==> config.mk <==
export PLATFORM = sky130hd
export DESIGN_NAME = line_edge_voter
export DESIGN_NICKNAME = d
export VERILOG_FILES = /design/src/rtl/edge_vote_pkg.sv /design/src/rtl/lev_sync_chain.sv /design/src/rtl/lev_vote_window.sv /design/src/rtl/lev_holdoff.sv /design/src/rtl/line_edge_voter.sv
export SDC_FILE = /design/constraint.sdc
export NUM_CORES = 1
export LEC_CHECK = 0
export ABC_AREA = 1
export BUFFER_PORTS_ARGS = -buffer_cell sky130_fd_sc_hd__clkbuf_2
export CAP_MARGIN = 20
export CORE_ASPECT_RATIO = 0.9
export CORE_MARGIN = 2
export CORE_UTILIZATION = 34
export DETAILED_ROUTE_END_ITERATION = 6
export GPL_ROUTABILITY_DRIVEN = 0
export PLACE_DENSITY_LB_ADDON = 0.08
export SETUP_SLACK_MARGIN = 0.05
export SYNTH_ARGS = -nofsm -noshare
export SYNTH_HDL_FRONTEND = slang
export SYNTH_SLANG_ARGS = --single-unit
==> constraint.sdc <==
create_clock -name clk -period 1.17 [get_ports clk]
set_input_delay 0.1755 -clock clk [delete_from_list [all_inputs] [get_ports clk]]
set_output_delay 0.1755 -clock clk [all_outputs]
set_load 0.1 [all_outputs]
==> src/rtl/edge_vote_pkg.sv <==
// Shared types for the majority-vote edge detector.
package edge_vote_pkg;

    // Majority decisions for the two halves of the sample window.
    typedef struct packed {
        logic newer;   // majority level of the most recent half
        logic older;   // majority level of the earlier half
    } vote_pair_t;

endpackage

==> src/rtl/lev_sync_chain.sv <==
// Metastability synchronizer for the asynchronous receive line.
// Assumes STAGES >= 2. Every flop is preset to the idle level under reset,
// so the chain emits the idle level until real samples pass through.
module lev_sync_chain #(
    parameter int   STAGES = 2,
    parameter logic IDLE   = 1'b1
) (
    input  logic clk,
    input  logic rst_n,
    input  logic d_i,
    output logic q_o
);
    logic [STAGES-1:0] ff;

    generate
        for (genvar i = 0; i < STAGES; i++) begin : g_stage
            // One synchronizer stage: takes the line or the previous stage.
            always_ff @(posedge clk) begin
                if (!rst_n) begin
                    ff[i] <= IDLE;
                end else if (i == 0) begin
                    ff[i] <= d_i;
                end else begin
                    ff[i] <= ff[(i == 0) ? 0 : i-1];
                end
            end
        end
    endgenerate

    assign q_o = ff[STAGES-1];
endmodule

==> src/rtl/lev_vote_window.sv <==
// Sample window after the synchronizer. Tap 0 is the newest sample.
// The lower half is the "newer" group and the upper half the "older" group.
// Each half is reduced to a strict majority level.
// Assumes TAPS is even and each half has an odd number of taps.
module lev_vote_window
    import edge_vote_pkg::*;
#(
    parameter int   TAPS = 6,
    parameter logic IDLE = 1'b1
) (
    input  logic       clk,
    input  logic       rst_n,
    input  logic       sample_i,
    output vote_pair_t votes_o
);
    localparam int HALF = TAPS / 2;
    localparam int NEED = HALF / 2 + 1;

    logic [TAPS-1:0] taps;

    generate
        for (genvar i = 0; i < TAPS; i++) begin : g_tap
            // Shift one tap per clock; idle level under reset.
            always_ff @(posedge clk) begin
                if (!rst_n) begin
                    taps[i] <= IDLE;
                end else if (i == 0) begin
                    taps[i] <= sample_i;
                end else begin
                    taps[i] <= taps[(i == 0) ? 0 : i-1];
                end
            end
        end
    endgenerate

    // Majority reduction of each half.
    always_comb begin
        votes_o.newer = ($countones(taps[HALF-1:0])    >= NEED);
        votes_o.older = ($countones(taps[TAPS-1:HALF]) >= NEED);
    end

    // A uniform window must vote the same level in both halves.
    p_uniform_agree_r5: assert property (@(posedge clk) disable iff (!rst_n)
        ((&taps) || !(|taps)) |-> (votes_o.newer == votes_o.older));
endmodule

==> src/rtl/lev_holdoff.sv <==
// Hold-off timer. It loads HOLD on an accepted edge and counts down to zero.
// busy_o is high for exactly HOLD cycles after each accepted edge.
// Assumes HOLD >= 2, so that one physical transition cannot be reported twice.
module lev_holdoff #(
    parameter int HOLD = 4
) (
    input  logic clk,
    input  logic rst_n,
    input  logic fire_i,
    output logic busy_o
);
    localparam int CW = $clog2(HOLD + 1);

    logic [CW-1:0] cnt;

    // Reload on an accepted edge, otherwise count down to zero.
    always_ff @(posedge clk) begin
        if (!rst_n) begin
            cnt <= '0;
        end else if (fire_i) begin
            cnt <= CW'(HOLD);
        end else if (cnt != '0) begin
            cnt <= cnt - 1'b1;
        end
    end

    assign busy_o = (cnt != '0);

    p_cnt_bound_r6: assert property (@(posedge clk) disable iff (!rst_n)
        cnt <= CW'(HOLD));

    p_busy_after_fire_r6: assert property (@(posedge clk) disable iff (!rst_n)
        fire_i |=> busy_o);
endmodule

==> src/rtl/line_edge_voter.sv <==
// Glitch-robust edge detector for an asynchronous serial line.
// Path: synchronizer, six-tap majority window, then registered edge and data
// outputs. A hold-off timer gates detection after every accepted edge.
// The data output is registered from the newer-half majority, so it is
// exactly as late as the edge pulses.
// Assumes HOLDOFF_CYCLES >= 2 and an even WINDOW_TAPS with odd halves.
module line_edge_voter
    import edge_vote_pkg::*;
#(
    parameter int   SYNC_STAGES    = 2,
    parameter int   WINDOW_TAPS    = 6,
    parameter int   HOLDOFF_CYCLES = 4,
    parameter logic IDLE_LEVEL     = 1'b1
) (
    input  logic clk,
    input  logic rst_n,
    input  logic line_i,
    output logic data_o,
    output logic rise_o,
    output logic fall_o
);
    localparam int GW = $clog2(HOLDOFF_CYCLES + 2);

    logic       synced;
    vote_pair_t votes;
    logic       busy;
    logic       rise_c, fall_c, fire;
    logic       rise_q, fall_q, data_q;

    lev_sync_chain #(.STAGES(SYNC_STAGES), .IDLE(IDLE_LEVEL)) u_sync (
        .clk   (clk),
        .rst_n (rst_n),
        .d_i   (line_i),
        .q_o   (synced)
    );

    lev_vote_window #(.TAPS(WINDOW_TAPS), .IDLE(IDLE_LEVEL)) u_window (
        .clk      (clk),
        .rst_n    (rst_n),
        .sample_i (synced),
        .votes_o  (votes)
    );

    lev_holdoff #(.HOLD(HOLDOFF_CYCLES)) u_hold (
        .clk    (clk),
        .rst_n  (rst_n),
        .fire_i (fire),
        .busy_o (busy)
    );

    // Edge candidates: the two halves disagree and no hold-off is running.
    always_comb begin
        rise_c = votes.newer && !votes.older && !busy;
        fall_c = !votes.newer && votes.older && !busy;
        fire   = rise_c || fall_c;
    end

    // Register the edge pulses and the filtered level together.
    always_ff @(posedge clk) begin
        if (!rst_n) begin
            rise_q <= 1'b0;
            fall_q <= 1'b0;
            data_q <= IDLE_LEVEL;
        end else begin
            rise_q <= rise_c;
            fall_q <= fall_c;
            data_q <= votes.newer;
        end
    end

    assign rise_o = rise_q;
    assign fall_o = fall_q;
    assign data_o = data_q;

    // ---------------- assertions ----------------
    logic          rst_seen_q;
    logic [GW-1:0] gap_q;
    logic          any_pulse_q;

    // Record that the previous edge was taken in reset.
    always_ff @(posedge clk) begin
        rst_seen_q <= !rst_n;
    end

    // Count cycles since the last output pulse, saturating past the window.
    always_ff @(posedge clk) begin
        if (!rst_n) begin
            gap_q       <= '0;
            any_pulse_q <= 1'b0;
        end else if (rise_o || fall_o) begin
            gap_q       <= '0;
            any_pulse_q <= 1'b1;
        end else if (gap_q != GW'(HOLDOFF_CYCLES)) begin
            gap_q <= gap_q + 1'b1;
        end
    end

    p_quiet_after_reset_r1: assert property (@(posedge clk)
        rst_seen_q |-> (data_o == IDLE_LEVEL && !rise_o && !fall_o));

    p_pulse_spacing_r6: assert property (@(posedge clk) disable iff (!rst_n)
        ((rise_o || fall_o) && any_pulse_q) |-> (gap_q == GW'(HOLDOFF_CYCLES)));

    p_rise_level_r7: assert property (@(posedge clk) disable iff (!rst_n)
        rise_o |-> data_o);

    p_fall_level_r7: assert property (@(posedge clk) disable iff (!rst_n)
        fall_o |-> !data_o);

    p_exclusive_r8: assert property (@(posedge clk) disable iff (!rst_n)
        !(rise_o && fall_o));

    p_rise_single_r8: assert property (@(posedge clk) disable iff (!rst_n)
        rise_o |=> !rise_o);

    p_fall_single_r8: assert property (@(posedge clk) disable iff (!rst_n)
        fall_o |=> !fall_o);
endmodule

# After elaboration in Yosys (flattened, before gate mapping)
# Cells that the tools add are included.
# totals
register_bits	14
in_bits	3
# op_classes
add_sub_neg	5
order_cmp	2
muxes	2
n_bitwise	1
n_reduce_logical	11
# op_table
cell	count
$add 32x1->32	2
$ge 32x3->1 const B	2
$mux 3	2
$add 1x1->2	2
$logic_and 1x1->1	4
$logic_not 1->1	3
$reduce_bool 3->1	1
$sub 3x1->3 const B	1
$reduce_bool 2->1	1
$reduce_or 2->1	1
$logic_or 1x1->1	1
$not 1->1	1

# Longest topological paths before layout
# depth
word_depth	8
mapped_depth	9

# By module
# From an unflattened synthesis, not the netlist that was laid out.
# hier_totals
cells_unflattened	72
area_unflattened_um2	551.8
# by_module_without_submodules
mod	n_inst	cells_each	area_per_inst_um2
lev_vote_window	1	26	212.7
lev_holdoff	1	27	178.9
line_edge_voter	1	13	105.1
lev_sync_chain	1	6	55.1

# Least setup slack after synthesis
# Ideal clock, no wire load.
# synth_path
path_type	register to register
startpoint	register u_hold.cnt[0]
endpoint	register u_hold.cnt[2]
setup_ps	109
t_arrival_ps	1148
required_time_ps	1061
setup_slack_ps	-87
stages_incl_launch_ff	9
period_less_slack_ps	1257
path_cell_list	dfxtp_1 > inv_1 > ha_1 > ha_1 > buf_6 > o21ai_2 > nand3_2 > nand2_1 > inv_1
# synth_via
elab_chain_len	5
word_cells_on_any_way	9
cone_classes	add/sub (1); mux (2); reduce/logical (6)
# synth_rtl
element	line_no	rtl
start, declared	lev_holdoff.sv:14	logic [CW-1:0] cnt;
start signal, assigned	lev_holdoff.sv:21	cnt <= CW'(HOLD);
start signal, assigned	lev_holdoff.sv:23	cnt <= cnt - 1'b1;
branches (longest 5 deep; another with $sub 3x1->3)	n/a	
# Parallel ways; which one is timed is not known. The select of a mux whose other input is x is not followed.
# A chain may end at the register's enable or synchronous reset.

# Worst setup path after layout
# layout_path
startpoint	register u_hold.cnt[1]
endpoint	register u_hold.cnt[2]
# The elaborated chain is that of the path after synthesis.

==> results by group <==
Status
  – Outcome: finished clean

Floorplan
  – Number of I/O pins: 6
  – Die Ht: ~42 microns
  – Die width: ~47 microns
  – Die area: about 2000 sq um
  – Initial Util: 37.2%
  – CORE AREA: 1500 sq um
  – Site row count: 13

Critical path
  – Critical Path AT: 1.31 ns
  – CP Launch Type: flop
  – Worst path max stage delay: between 0.3 and 0.4 ns
  – Largest fanout on the critical path: 7
  – Top cell by count, worst path: ha_4
  – Worst path slowest cell: dfxtp_2
  – Critical Path End Type: flop
  – Crit path kind: flop to flop
  – Data required, critical path: 1.35 ns
  – Cells on worst reg2reg path: 8
  – Cell Chain, Critical Path: inv_2 -> ha_4 -> ha_4 -> nand2_4 -> o21ai_4 -> nand3_2 -> nand2_1 -> inv_1

Placement
  – Dpl ws: between 0.015 and 0.02 ns
  – Number of port buffers: 5
  – Hpwl dp: approximately 570 microns

Timing
  – Final Max Slew Viols: 0
  – Clock skew: between 0.007 and 0.008 ns
  – Max-slew headroom: between 80% and 90%
  – Worst setup margin: approximately 0.042 ns
  – Final period utilization: between 90% and 100%
  – RSZ-0062 raised after global routing: true
  – Final hold vios: 0
  – Final setup viols: 0
  – F_max: just under 900 MHz
  – Worst-margin pin slew: roughly 0.16 ns
  – Min cycle time layout: 1.13 ns

Logic synthesis
  – Post-synth top area share: approximately 50%
  – Synthesis warning total: 0
  – Syn_nets: 65
  – Avg Inst Size Synth: about 10 sq um
  – Count of cell types in the netlist: 14
  – Top cells by area, synth: dfxtp_1 (50%), ha_1 (11%), or2_1 (9.0%)
  – Post-synthesis sequential area ratio: about half
  – Mapped Cells: 57
  – Largest area contributor in the netlist: dfxtp_1
  – Register bit total from synthesis: 14
  – Synthesized area: between 500 and 600 sq um

Drt
  – Routed vias/inst: roughly 3.8
  – Initial DRC Count: 3
  – Via count: 341
  – First-pass DRT Iterations: 4
  – Total Wirelength: just over 800 microns
  – # DRC: 0
  – Routed Antenna Nets: 0
  – WL/cell: about 9.1 microns

Clocking
  – Cts bufs inserted: 3
  – CTS root buf: clkbuf_4
  – CTS tree: yes
  – Clk buf depth: 2
  – Latest clock arrival within the worst-skew pair: around 0.27 ns
  – Clock slew at reported path FFs: approximately 0.080 ns
  – CTS sink count: 14
  – H-tree levels: 1
  – CTS Hold Bufs: 0

Global routing
  – Total gr overflow: 0
  – GR Util All Layers: 10.0%
  – Vias in the first global route: around 340
  – Largest net degree at the start of global routing: 11
  – Global-route wire length before repair: ~1400 microns
  – Initial antenna violation count: 0

Power and ir drop
  – Power density over the cells: between 1500 and 2000 nW/um^2
  – Total power: about 0.0014 W
  – Peak supply drop: around 0.0011 V
  – Leak pwr: 0.327 nW

Cells and area
  – Fin nets: 76
  – Antenna diode count: 0
  – Layout Utilization: a little over half
  – P&R area growth vs syn: 40.9%
  – Layout cell share with drive strength beyond 1: slightly above 50%

Flow run
  – Max-cap violations: 0

Worst hold path
  – HP Class: input pin to flop
  – Worst Hold Depth: 2
## cells in the mapped netlist
cell / count
inv_1: 6
a21oi_1: 1
xor2_1: 1
nor2_1: 5
dfxtp_1: 14
nand3_2: 4
ha_1: 5
or2_1: 8
nand2_1: 6
o21ai_2: 1
nand2_2: 1
inv_2: 3
a21oi_2: 1
buf_6: 1
## cells by family after synthesis
kind of cell,after synthesis,synth area share (%)
flip-flops,14,50.3
adder cells (fa/ha/maj),5,11.2
XOR/XNOR,1,1.57
AO/OA/AOI/OAI,3,4.04
AND/OR/NAND/NOR,24,24.7
buffers and inverters,10,8.09
## final cells by class
cell class | instances | area, sq um
clock buffer | 4 | 36.3
multi-input combinational | 33 | 317
inverter | 9 | 33.8
timing repair buffer | 7 | 85.1
fill | 146 | 712
tap | 22 | 27.5
sequential | 14 | 285
## flip-flops by register name, summed over array words and instances (netlist names)
name and cells:
u_window.taps 6, u_sync.ff 1, fall_o 1, rise_o 1
data_o 1, u_hold.cnt 3, u_sync.q_o 1
## critical path: cells and delay by family, from the launching register on
family / cells / cell delay (ns)
AOI/OAI and AO/OA: 1 / 0.06
buffers and inverters: 2 / 0.09
adders and majority gates: 2 / 0.37
and+or+nand+nor: 3 / 0.20
DFF: 1 / 0.33
## layer usage
metal | wire length, microns | part of all wire, % | global-route usage [%]
met4 | 10 | 1.2 | 5.00
met1 | 440 | 54 | 13.0
met3 | 56 | 6.9 | 6.90
met2 | 303 | 37 | 12.2
met5 | 0 | 0 | 0
## where the power goes
part / switching (W) / total, W / internal, W
logic: 0.000278 / 0.000536 / 0.000258
clock network: 0.000147 / 0.000336 / 0.000189
registers: 0.0000304 / 0.000557 / 0.000527
total: 0.000456 / 0.00143 / 0.000974
## cells in the final DEF, fill, tap and decap left out
| master | Yosys | routed |
|---|---|---|
| clkbuf_4 | 0 | 3 |
| nor2_1 | 5 | 5 |
| inv_1 | 6 | 3 |
| ha_4 | 0 | 5 |
| or2_1 | 8 | 8 |
| nand2_2 | 1 | 1 |
| clkbuf_2 | 0 | 2 |
| buf_4 | 0 | 2 |
| nand3_4 | 0 | 1 |
| clkbuf_8 | 0 | 1 |
| dfxtp_2 | 0 | 4 |
| inv_2 | 3 | 6 |
| buf_12 | 0 | 3 |
| a21oi_2 | 1 | 1 |
| nand2_4 | 0 | 1 |
| nand3_2 | 4 | 3 |
| xor2_1 | 1 | 1 |
| nand2_1 | 6 | 5 |
| dfxtp_1 | 14 | 10 |
| o21ai_4 | 0 | 1 |
| a21oi_1 | 1 | 1 |
## what timing repair did
item,in CTS,in global routing
gates resized for setup,5,6
setup buffers,2,0
setup endpoints to repair,3,3
pin swaps,9,3
endpoints found under the hold margin,0,0
## per-stage QoR
step           TNS (ns)  cell area [sq um]  hold WS (ns)  instances
2_1_floorplan         0                584         0.244         57
6_report              0                785        0.0916         89
3_5_place_dp          0                671         0.364         83
5_1_grt         -0.0691                785        0.0671         89
3_3_place_gp          0                671         0.362         83
4_1_cts               0                757        0.0799         89
## path summary, 6_finish.rpt
kind                 start             to  slack (ns)
max          u_hold.cnt[1]  u_hold.cnt[2]        0.04
min                 line_i   u_sync.ff[0]        0.09
max reg2reg  u_hold.cnt[1]  u_hold.cnt[2]        0.04
min reg2reg   u_sync.ff[0]     u_sync.q_o        0.41
(Power assumes the default switching activity.)
